$ cat config.mk
export PLATFORM = sky130hd
export DESIGN_NAME = sincos_cordic_pipe
export DESIGN_NICKNAME = d
export VERILOG_FILES = /design/src/rtl/sincos_pkg.sv /design/src/rtl/sincos_fold.sv /design/src/rtl/cordic_rot_stage.sv /design/src/rtl/valid_delay.sv /design/src/rtl/sincos_cordic_pipe.sv
export SDC_FILE = /design/constraint.sdc
export NUM_CORES = 2
export LEC_CHECK = 0
export ABC_CLOCK_PERIOD_IN_PS = 6500
export BUFFER_PORTS_ARGS = -buffer_cell sky130_fd_sc_hd__buf_2
export CAP_MARGIN = 40
export CORE_MARGIN = 1.5
export CORE_UTILIZATION = 47
export DETAILED_ROUTE_END_ITERATION = 7
export GPL_ROUTABILITY_DRIVEN = 1
export PLACE_DENSITY = 0.7
export SLEW_MARGIN = 20
export SYNTH_ARGS = -nofsm -noshare
export SYNTH_HDL_FRONTEND = slang
export SYNTH_SLANG_ARGS = --single-unit
$ cat constraint.sdc
create_clock -name clk -period 6.5 [get_ports clk]
set_input_delay 0.325 -clock clk [delete_from_list [all_inputs] [get_ports clk]]
set_output_delay 0.325 -clock clk [all_outputs]
set_load 0.01 [all_outputs]
$ cat src/rtl/sincos_pkg.sv
package sincos_pkg;

    // Constants are kept with 30 fractional bits and requantized to the
    // format each module needs.
    localparam int    Q_REF         = 30;
    localparam longint PI_QREF      = 64'd3373259426;
    localparam longint HALF_PI_QREF = 64'd1686629713;
    localparam longint INV_GAIN_QREF = 64'd652032874;

    // Rounded shift from the 30-bit reference format down to frac bits.
    function automatic longint requant(input longint v, input int frac);
        return (v + (longint'(1) <<< (Q_REF - frac - 1))) >>> (Q_REF - frac);
    endfunction

    // atan(2^-i) with 30 fractional bits. The first entries are exact; for
    // larger i the two-term series is already below one LSB of error.
    function automatic longint atan_qref(input int i);
        case (i)
            0: return 64'd843314856;
            1: return 64'd497837829;
            2: return 64'd263043837;
            3: return 64'd133525158;
            4: return 64'd67021687;
            5: return 64'd33543516;
            6: return 64'd16775851;
            7: return 64'd8388437;
            default: begin
                if (i >= Q_REF)
                    return 64'd0;
                else if (3 * i >= Q_REF)
                    return longint'(1) <<< (Q_REF - i);
                else
                    return (longint'(1) <<< (Q_REF - i))
                         - ((longint'(1) <<< (Q_REF - 3 * i)) / 3);
            end
        endcase
    endfunction

endpackage

$ cat src/rtl/sincos_fold.sv
module sincos_fold #(
    parameter int ANG_W   = 18,
    parameter int ZG      = 3,
    parameter int Z_W     = ANG_W + ZG + 1,
    parameter int PI_IN   = 51472,
    parameter int HALF_IN = 25736
) (
    input  logic signed [ANG_W-1:0] angle,
    output logic signed [Z_W-1:0]   z_fold,
    output logic                    flip
);
    localparam logic signed [ANG_W:0] PI_W   = (ANG_W + 1)'(PI_IN);
    localparam logic signed [ANG_W:0] HALF_W = (ANG_W + 1)'(HALF_IN);

    logic signed [ANG_W:0] wide_d;
    logic signed [ANG_W:0] folded_d;

    always_comb begin
        wide_d   = {angle[ANG_W-1], angle};
        folded_d = wide_d;
        flip     = 1'b0;
        if (wide_d > HALF_W) begin
            folded_d = wide_d - PI_W;
            flip     = 1'b1;
        end else if (wide_d < -HALF_W) begin
            folded_d = wide_d + PI_W;
            flip     = 1'b1;
        end
        z_fold = {folded_d, {ZG{1'b0}}};
    end

endmodule

$ cat src/rtl/cordic_rot_stage.sv
module cordic_rot_stage import sincos_pkg::*; #(
    parameter int XY_W  = 21,
    parameter int Z_W   = 22,
    parameter int Z_F   = 17,
    parameter int STAGE = 0,
    parameter bit LAST  = 1'b0
) (
    input  logic                   clk,
    input  logic                   rst,
    input  logic signed [XY_W-1:0] x_i,
    input  logic signed [XY_W-1:0] y_i,
    input  logic signed [Z_W-1:0]  z_i,
    input  logic                   flip_i,
    output logic signed [XY_W-1:0] x_o,
    output logic signed [XY_W-1:0] y_o,
    output logic signed [Z_W-1:0]  z_o,
    output logic                   flip_o
);
    localparam logic signed [Z_W-1:0] STEP = Z_W'(requant(atan_qref(STAGE), Z_F));

    typedef struct packed {
        logic [XY_W-1:0] x;
        logic [XY_W-1:0] y;
        logic [Z_W-1:0]  z;
        logic            flip;
    } rot_t;

    rot_t st_d, st_q;

    logic signed [XY_W-1:0] x_sh_d, y_sh_d, x_n_d, y_n_d;
    logic signed [Z_W-1:0]  z_n_d;

    always_comb begin
        x_sh_d = x_i >>> STAGE;
        y_sh_d = y_i >>> STAGE;
        if (!z_i[Z_W-1]) begin
            x_n_d = x_i - y_sh_d;
            y_n_d = y_i + x_sh_d;
            z_n_d = z_i - STEP;
        end else begin
            x_n_d = x_i + y_sh_d;
            y_n_d = y_i - x_sh_d;
            z_n_d = z_i + STEP;
        end
        if (LAST && flip_i) begin
            x_n_d = -x_n_d;
            y_n_d = -y_n_d;
        end
        st_d.x    = x_n_d;
        st_d.y    = y_n_d;
        st_d.z    = z_n_d;
        st_d.flip = flip_i;
    end

    always_ff @(posedge clk) begin
        if (rst) st_q <= '0;
        else     st_q <= st_d;
    end

    assign x_o    = signed'(st_q.x);
    assign y_o    = signed'(st_q.y);
    assign z_o    = signed'(st_q.z);
    assign flip_o = st_q.flip;

endmodule

$ cat src/rtl/valid_delay.sv
module valid_delay #(
    parameter int DEPTH = 12
) (
    input  logic clk,
    input  logic rst,
    input  logic vld_i,
    output logic vld_o
);
    logic [DEPTH-1:0] sh_d, sh_q;

    always_comb begin
        sh_d = (sh_q << 1) | DEPTH'(vld_i);
    end

    always_ff @(posedge clk) begin
        if (rst) sh_q <= '0;
        else     sh_q <= sh_d;
    end

    assign vld_o = sh_q[DEPTH-1];

    // Checker state: cycles since reset, flags accepted and released.
    logic [31:0] since_q, acc_q, emit_q;

    always_ff @(posedge clk) begin
        if (rst) begin
            since_q <= '0;
            acc_q   <= '0;
            emit_q  <= '0;
        end else begin
            if (since_q != 32'hFFFF_FFFF) since_q <= since_q + 32'd1;
            if (vld_i) acc_q  <= acc_q + 32'd1;
            if (vld_o) emit_q <= emit_q + 32'd1;
        end
    end

    AST_LAT_FLOOR:  assert property (@(posedge clk) disable iff (rst)
        vld_o |-> (since_q >= 32'(DEPTH)));
    AST_NO_PHANTOM: assert property (@(posedge clk) disable iff (rst)
        vld_o |-> (acc_q > emit_q));
    AST_FLUSHED:    assert property (@(posedge clk) disable iff (rst)
        $past(rst) |-> !vld_o);

endmodule

$ cat src/rtl/sincos_cordic_pipe.sv
module sincos_cordic_pipe import sincos_pkg::*; #(
    parameter int ANG_W  = 18,
    parameter int ANG_F  = 14,
    parameter int OUT_W  = 18,
    parameter int OUT_F  = 16,
    parameter int N_ITER = 12,
    parameter int GUARD  = 3,
    parameter int ZG     = 3
) (
    input  logic             clk,
    input  logic             rst,
    input  logic [ANG_W-1:0] angle_in,
    input  logic             angle_vld,
    output logic [OUT_W-1:0] sin_out,
    output logic [OUT_W-1:0] cos_out,
    output logic             out_vld
);
    localparam int Z_F     = ANG_F + ZG;
    localparam int Z_W     = ANG_W + ZG + 1;
    localparam int XY_W    = OUT_W + GUARD;
    localparam int XY_F    = OUT_F + GUARD;
    localparam int PI_IN   = int'(requant(PI_QREF, ANG_F));
    localparam int HALF_IN = int'(requant(HALF_PI_QREF, ANG_F));
    localparam int HALF_Z  = HALF_IN * (2 ** ZG);
    localparam int ONE_OUT = 2 ** OUT_F;
    localparam int OUT_LIM = ONE_OUT + ONE_OUT / 64;
    localparam logic signed [XY_W-1:0] X_START = XY_W'(requant(INV_GAIN_QREF, XY_F));

    logic signed [XY_W-1:0] x_pipe [N_ITER+1];
    logic signed [XY_W-1:0] y_pipe [N_ITER+1];
    logic signed [Z_W-1:0]  z_pipe [N_ITER+1];
    logic                   flip_pipe [N_ITER+1];

    assign x_pipe[0] = X_START;
    assign y_pipe[0] = '0;

    sincos_fold #(
        .ANG_W  (ANG_W),
        .ZG     (ZG),
        .Z_W    (Z_W),
        .PI_IN  (PI_IN),
        .HALF_IN(HALF_IN)
    ) u_fold (
        .angle (signed'(angle_in)),
        .z_fold(z_pipe[0]),
        .flip  (flip_pipe[0])
    );

    for (genvar s = 0; s < N_ITER; s++) begin : g_stage
        cordic_rot_stage #(
            .XY_W (XY_W),
            .Z_W  (Z_W),
            .Z_F  (Z_F),
            .STAGE(s),
            .LAST (s == N_ITER - 1)
        ) u_rot (
            .clk   (clk),
            .rst   (rst),
            .x_i   (x_pipe[s]),
            .y_i   (y_pipe[s]),
            .z_i   (z_pipe[s]),
            .flip_i(flip_pipe[s]),
            .x_o   (x_pipe[s+1]),
            .y_o   (y_pipe[s+1]),
            .z_o   (z_pipe[s+1]),
            .flip_o(flip_pipe[s+1])
        );
    end

    valid_delay #(.DEPTH(N_ITER)) u_vld (
        .clk  (clk),
        .rst  (rst),
        .vld_i(angle_vld),
        .vld_o(out_vld)
    );

    assign cos_out = x_pipe[N_ITER][GUARD +: OUT_W];
    assign sin_out = y_pipe[N_ITER][GUARD +: OUT_W];

    logic unused_tail;
    assign unused_tail = ^{x_pipe[N_ITER][GUARD-1:0], y_pipe[N_ITER][GUARD-1:0],
                           z_pipe[N_ITER], flip_pipe[N_ITER]};

    AST_ANGLE_LEGAL: assert property (@(posedge clk) disable iff (rst)
        angle_vld |-> ($signed(angle_in) <= PI_IN && $signed(angle_in) >= -PI_IN));
    AST_FOLD_RANGE:  assert property (@(posedge clk) disable iff (rst)
        (angle_vld && $signed(angle_in) <= PI_IN && $signed(angle_in) >= -PI_IN)
        |-> (z_pipe[0] <= HALF_Z && z_pipe[0] >= -HALF_Z));
    AST_OUT_UNIT:    assert property (@(posedge clk) disable iff (rst)
        out_vld |-> ($signed(sin_out) <= OUT_LIM && $signed(sin_out) >= -OUT_LIM
                  && $signed(cos_out) <= OUT_LIM && $signed(cos_out) >= -OUT_LIM));

endmodule

Word-level counts from Yosys, hierarchy flattened
Cells that the tools add are included.
W data, S select, Z words.

word-level totals
  bits in registers = 767
  output and inout bits = 37
  word-level logic and storage cells = 161

operators by class
  $add $sub $neg = 70
  order comparisons = 2
  multiplexer cells = 41
  bitwise logic cells = 1

operator list
  cell                      count
  $mux W21                  25
  $mux W22                  11
  $add A21 B19 Y21          3
  $mux W63                  1
  $sub A21 B19 Y21          3
  $add A22 B13 Y22 const B  2
  $sub A22 B13 Y22 const B  2
  $add A21 B10 Y21          2
  $add A21 B11 Y21          2
  $add A21 B12 Y21          2
  $add A21 B13 Y21          2
  $add A21 B14 Y21          2
  $add A21 B15 Y21          2
  $add A21 B16 Y21          2
  $add A21 B17 Y21          2
  $add A21 B18 Y21          2
  $neg A21 Y21              2
  $sub A21 B10 Y21          2
  $sub A21 B11 Y21          2
  $sub A21 B12 Y21          2
  $sub A21 B13 Y21          2
  $sub A21 B14 Y21          2
  $sub A21 B15 Y21          2
  $sub A21 B16 Y21          2
  other kinds (29)          33

Logic depth before layout (Yosys ltp)
  depth in word-level cells = 6
  gate-level depth with buffers = 23

By module
A second synthesis with hierarchy kept.

unflattened totals
  cell total of the unflattened synthesis = 7,916
  area, all modules = 64,618.2 sq um

by module, submodules not included
  module                                times used  cells an instance  area an instance (sq um)  seq. area each (sq um)
  cordic_rot_stage (g_stage[11].u_rot)  1           762                6,080.8                   1,301.2
  cordic_rot_stage (g_stage[0].u_rot)   1           730                5,836.8                   1,281.2
  cordic_rot_stage (g_stage[1].u_rot)   1           730                5,826.8                   1,301.2
  cordic_rot_stage (g_stage[3].u_rot)   1           736                5,803.1                   1,301.2
  cordic_rot_stage (g_stage[4].u_rot)   1           668                5,417.7                   1,301.2
  cordic_rot_stage (g_stage[5].u_rot)   1           655                5,412.7                   1,301.2
  cordic_rot_stage (g_stage[2].u_rot)   1           667                5,351.4                   1,301.2
  cordic_rot_stage (g_stage[7].u_rot)   1           585                4,897.2                   1,301.2
  cordic_rot_stage (g_stage[9].u_rot)   1           572                4,864.7                   1,301.2
  cordic_rot_stage (g_stage[8].u_rot)   1           568                4,673.2                   1,301.2
  cordic_rot_stage (g_stage[10].u_rot)  1           552                4,633.2                   1,301.2
  cordic_rot_stage (g_stage[6].u_rot)   1           531                4,566.9                   1,301.2
  sincos_fold                           1           133                879.6                     0.0
  valid_delay                           1           25                 366.6                     240.2
  sincos_cordic_pipe                    1           2                  7.5                       0.0

Worst setup path before layout
Ideal clock, no wire load.

  path type = input -> register
  start = in angle_in[6]
  end = reg g_stage[0].u_rot.st_q (netlist bit g_stage[0].u_rot.z_o[21])
  arrival = 4.509 ns
  data required time = 6.414 ns
  path slack = 1.906 ns
  stages on the path = 20
  cells stage by stage = clkbuf_1 nand3b_1 a211oi_1 o21ai_0 nand4_1 a31o_2 clkbuf_1 o31ai_1 inv_1 ha_1 nor2b_1 o21ai_0 a21boi_0 o21ai_0 a21boi_0 o2111ai_1 a31oi_1 a31oi_1 o21ai_0 a211oi_1

on the way
  word-level cells in the longest chain between the ends = 5

RTL lines
  what                                                  RTL line                                        source
  from (decl)                                           sincos_cordic_pipe.sv:12                        input logic [ANG_W-1:0] angle_in,
  $add A18 B17 Y19 or $lt A18 B16 Y1 (tied branches)    sincos_fold.sv:26, sincos_fold.sv:25
  $mux W19                                              sincos_fold.sv:25                               end else if (wide_d < -HALF_W) begin
  $mux W19 (*)                                          sincos_fold.sv:22                               if (wide_d > HALF_W) begin
  $sub A22 B18 Y22 or $add A22 B18 Y22 (tied branches)  cordic_rot_stage.sv:39, cordic_rot_stage.sv:43
  $mux W22 (*)                                          cordic_rot_stage.sv:36                          if (!z_i[Z_W-1]) begin
  to (signal assigned)                                  cordic_rot_stage.sv:57                          else st_q <= st_d;
  to (decl)                                             cordic_rot_stage.sv:28                          rot_t st_d, st_q;

Every way passes the cells marked *; elsewhere a longest branch is shown, timed or not.
A chain may end at the register's enable or synchronous reset.

Worst setup path in the final report
  start = reg g_stage[4].u_rot.st_q (netlist bit g_stage[4].u_rot.z_o[21])
  end = reg g_stage[5].u_rot.st_q (netlist bit g_stage[5].u_rot.x_o[18])

on the way
  word-level cells in the longest chain between the ends = 1

RTL lines
  what                    RTL line
  from (decl)             cordic_rot_stage.sv:28
  from (signal assigned)  cordic_rot_stage.sv:57
  $mux W21                cordic_rot_stage.sv:36
  to (signal assigned)    cordic_rot_stage.sv:57
  to (decl)               cordic_rot_stage.sv:28

No other way between the ends.

==> results_dict.tcl <==
set metrics [dict create \
    status "complete, no violations" \
    holdBufCountCts 2 \
    setup_viol 0 \
    fin_crit_sh_pct 70.7 \
    start_util_pct 47.5 \
    grt_pass1_vias 39510 \
    synth_top_area_share_pct 27.0 \
    num_vias 41588 \
    synth_most_common_cell "nor2_1" \
    syn_inst 6016 \
    cts.sinks 663 \
    firstDrtPassIters 6 \
    drcViolationCount 0 \
    cts-root-buf "clkbuf_16" \
    numCtsBuffers 80 \
    io_buffer_count 57 \
    cts_tree "yes" \
    ys_top_cells_by_count "854 x nor2_1, 663 x dfxtp_1, 610 x ha_1" \
    crit_type "reg2reg" \
    crit_required_ns 7.01 \
    dominantRegCellSynth "dfxtp_1" \
    finish.utilization_pct 51.9 \
    die_w_microns 327 \
    ant_nets 0 \
    fillCellCount 9809 \
    cp-end-kind "flop" \
    arrival_ns 5.10 \
    worst_slew_pin_slew_ns 0.919 \
    antenna_found_initial 6 \
    syn_nets 6677 \
    nets 6690 \
    die_h_microns 327 \
    startpoint_type "flop" \
    path_clk_slew_ns 0.06 \
    hp-class "in2reg" \
    netlist_area_sq_um 49200 \
    multi_input_area_sq_um 34200 \
    period_needed_ns 4.59 \
    dieArea_sq_um 107000 \
    regArea_sq_um 13300 \
    dpl.hpwl_mm 91.4 \
    synth.distinct_cells 89 \
    synth_top_area_cell "dfxtp_1" \
    crit_fanout 35 \
    grt_max_degree 163 \
    fmax_ghz 0.218 \
    avgSynthCellArea_sq_um 8.18 \
    drtIter0Drc 2404 \
    fin_tns_setup_ns 0 \
    cts_buffer_depth 3 \
    finalHoldViolCount 0 \
    slew_violations 0 \
    yosys_warnings 0 \
    post_cts_buffers 0 \
    coreArea_sq_um 104000 \
    clk_latency_ns 0.67 \
    synth_area_leaders "dfxtp_1 27%, ha_1 16%, xnor2_1 7.2%" \
    grt_overflow 0 \
    ys_seq_area_share_pct 27.0 \
    vias_per_cell 5.56 \
    io_pins 58 \
    cts_resized 0 \
    maxCapViolCount 0 \
    track_usage_pct 21.7 \
    drive_above_1_share_pct 5.46 \
    skew_ns 0.0453 \
    timing.hold.ws_ns 0.0345 \
    grt_pass1_wl_mm 195 \
    place.gp.congestion 0.941 \
    rsz0062_at_grt "false" \
    synth_edf_count 0 \
    postSynth.asyncResetShare_pct 0 \
    wl_mm 118 \
    relSlewSlack_pct 38.7 \
    area_growth_pct 9.33 \
    rows 118 \
    synth.ff_latch_count 663 \
    wire_per_inst_microns 15.7 \
    htree_levels 3 \
]
[kinds of logic (layout without fill, tap and decap cells)]
family | after synthesis | after routing | share of synthesized area, %
compound gates | 1498 | 1498 | 19.7
other cells | 0 | 2 | 0
buf+inv | 451 | 531 | 3.45
fa+ha+maj | 640 | 640 | 16.7
xor+xnor | 708 | 708 | 12.6
mux | 71 | 71 | 1.54
simple gates | 1985 | 1985 | 19.0
flops | 663 | 663 | 27.0
[sequential cells by signal (all words and copies together), names as in the netlist]
name,cells
g_stage.u_rot.y_o,229
g_stage.u_rot.z_o,182
g_stage.u_rot.flip_o,11
u_vld.sh_q,12
g_stage.u_rot.x_o,229
[critical path, stage by stage, from the launching register on]
cell,delay [ns]
dfxtp_1,0.85
buf_4,0.48
nor2_1,0.10
xor2_1,0.15
ha_1,0.33
a21o_1,0.19
a21oi_1,0.25
o21ai_0,0.19
a2111oi_0,0.59
o41ai_1,0.26
a2111oi_0,0.48
nor3_1,0.14
a21oi_1,0.21
xor2_1,0.16
nor2_1,0.05
[stage by stage]
step | instance area, sq um | setup slack (ns) | instances
finish | 53800 | 1.91 | 7478
CTS | 53700 | 1.85 | 7471
global route | 53800 | 1.59 | 7478
global placement | 50800 | 1.65 | 7314
detailed placement | 50800 | 1.66 | 7320
floorplan | 49200 | 1.91 | 6016
[worst paths after layout]
check / from / cells past startpoint / slack [ns] / endpoint
hold / removal: angle_in[1] / 2 / 0.03 / g_stage[0].u_rot.z_o[4]
hold reg to reg: g_stage[5].u_rot.flip_o / 1 / 0.43 / g_stage[6].u_rot.flip_o
setup / recovery: g_stage[4].u_rot.z_o[21] / 14 / 1.91 / g_stage[5].u_rot.x_o[18]
setup reg to reg: g_stage[4].u_rot.z_o[21] / 14 / 1.91 / g_stage[5].u_rot.x_o[18]
[per-layer routing]
metal	GRT usage, %	vias to the layer above	part of all wire, %
met4	6.81	2	3.0
li1	-	21286	-
met5	0	-	0.011
met3	2.54	183	3.6
met2	38.6	735	48
met1	27.1	19382	46
[layout by cell type (no fill, tap or decap), types with 28 or more instances in the layout]
cell,instances
nor2_1,854
dfxtp_1,663
ha_1,610
a21oi_1,533
xnor2_1,402
xor2_1,304
inv_1,292
nand2_1,272
nor3_1,235
o21ai_0,224
a21o_1,218
nor2b_1,132
nand3_1,105
clkbuf_16,81
nand2b_1,78
o21bai_1,74
and3_1,63
buf_2,58
or3_1,57
a31oi_1,57
a211oi_1,53
o21a_1,53
o31ai_1,43
nor4_1,40
mux2_2,38
mux2i_1,33
fa_1,30
nand4_1,28
[final cells by class]
class	instances	area share (%)
Multi-Input combinational cell	4902	63.6
Inverter	293	2.04
Clock inverter	49	1.21
Tap cell	1380	3.21
Antenna cell	2	0.00930
Clock buffer	100	4.12
Timing Repair Buffer	89	1.09
Sequential cell	663	24.7
Power is left out: the tool's default activity adds up to more than one toggle a clock period on the data nets, which glitch-free logic cannot reach.
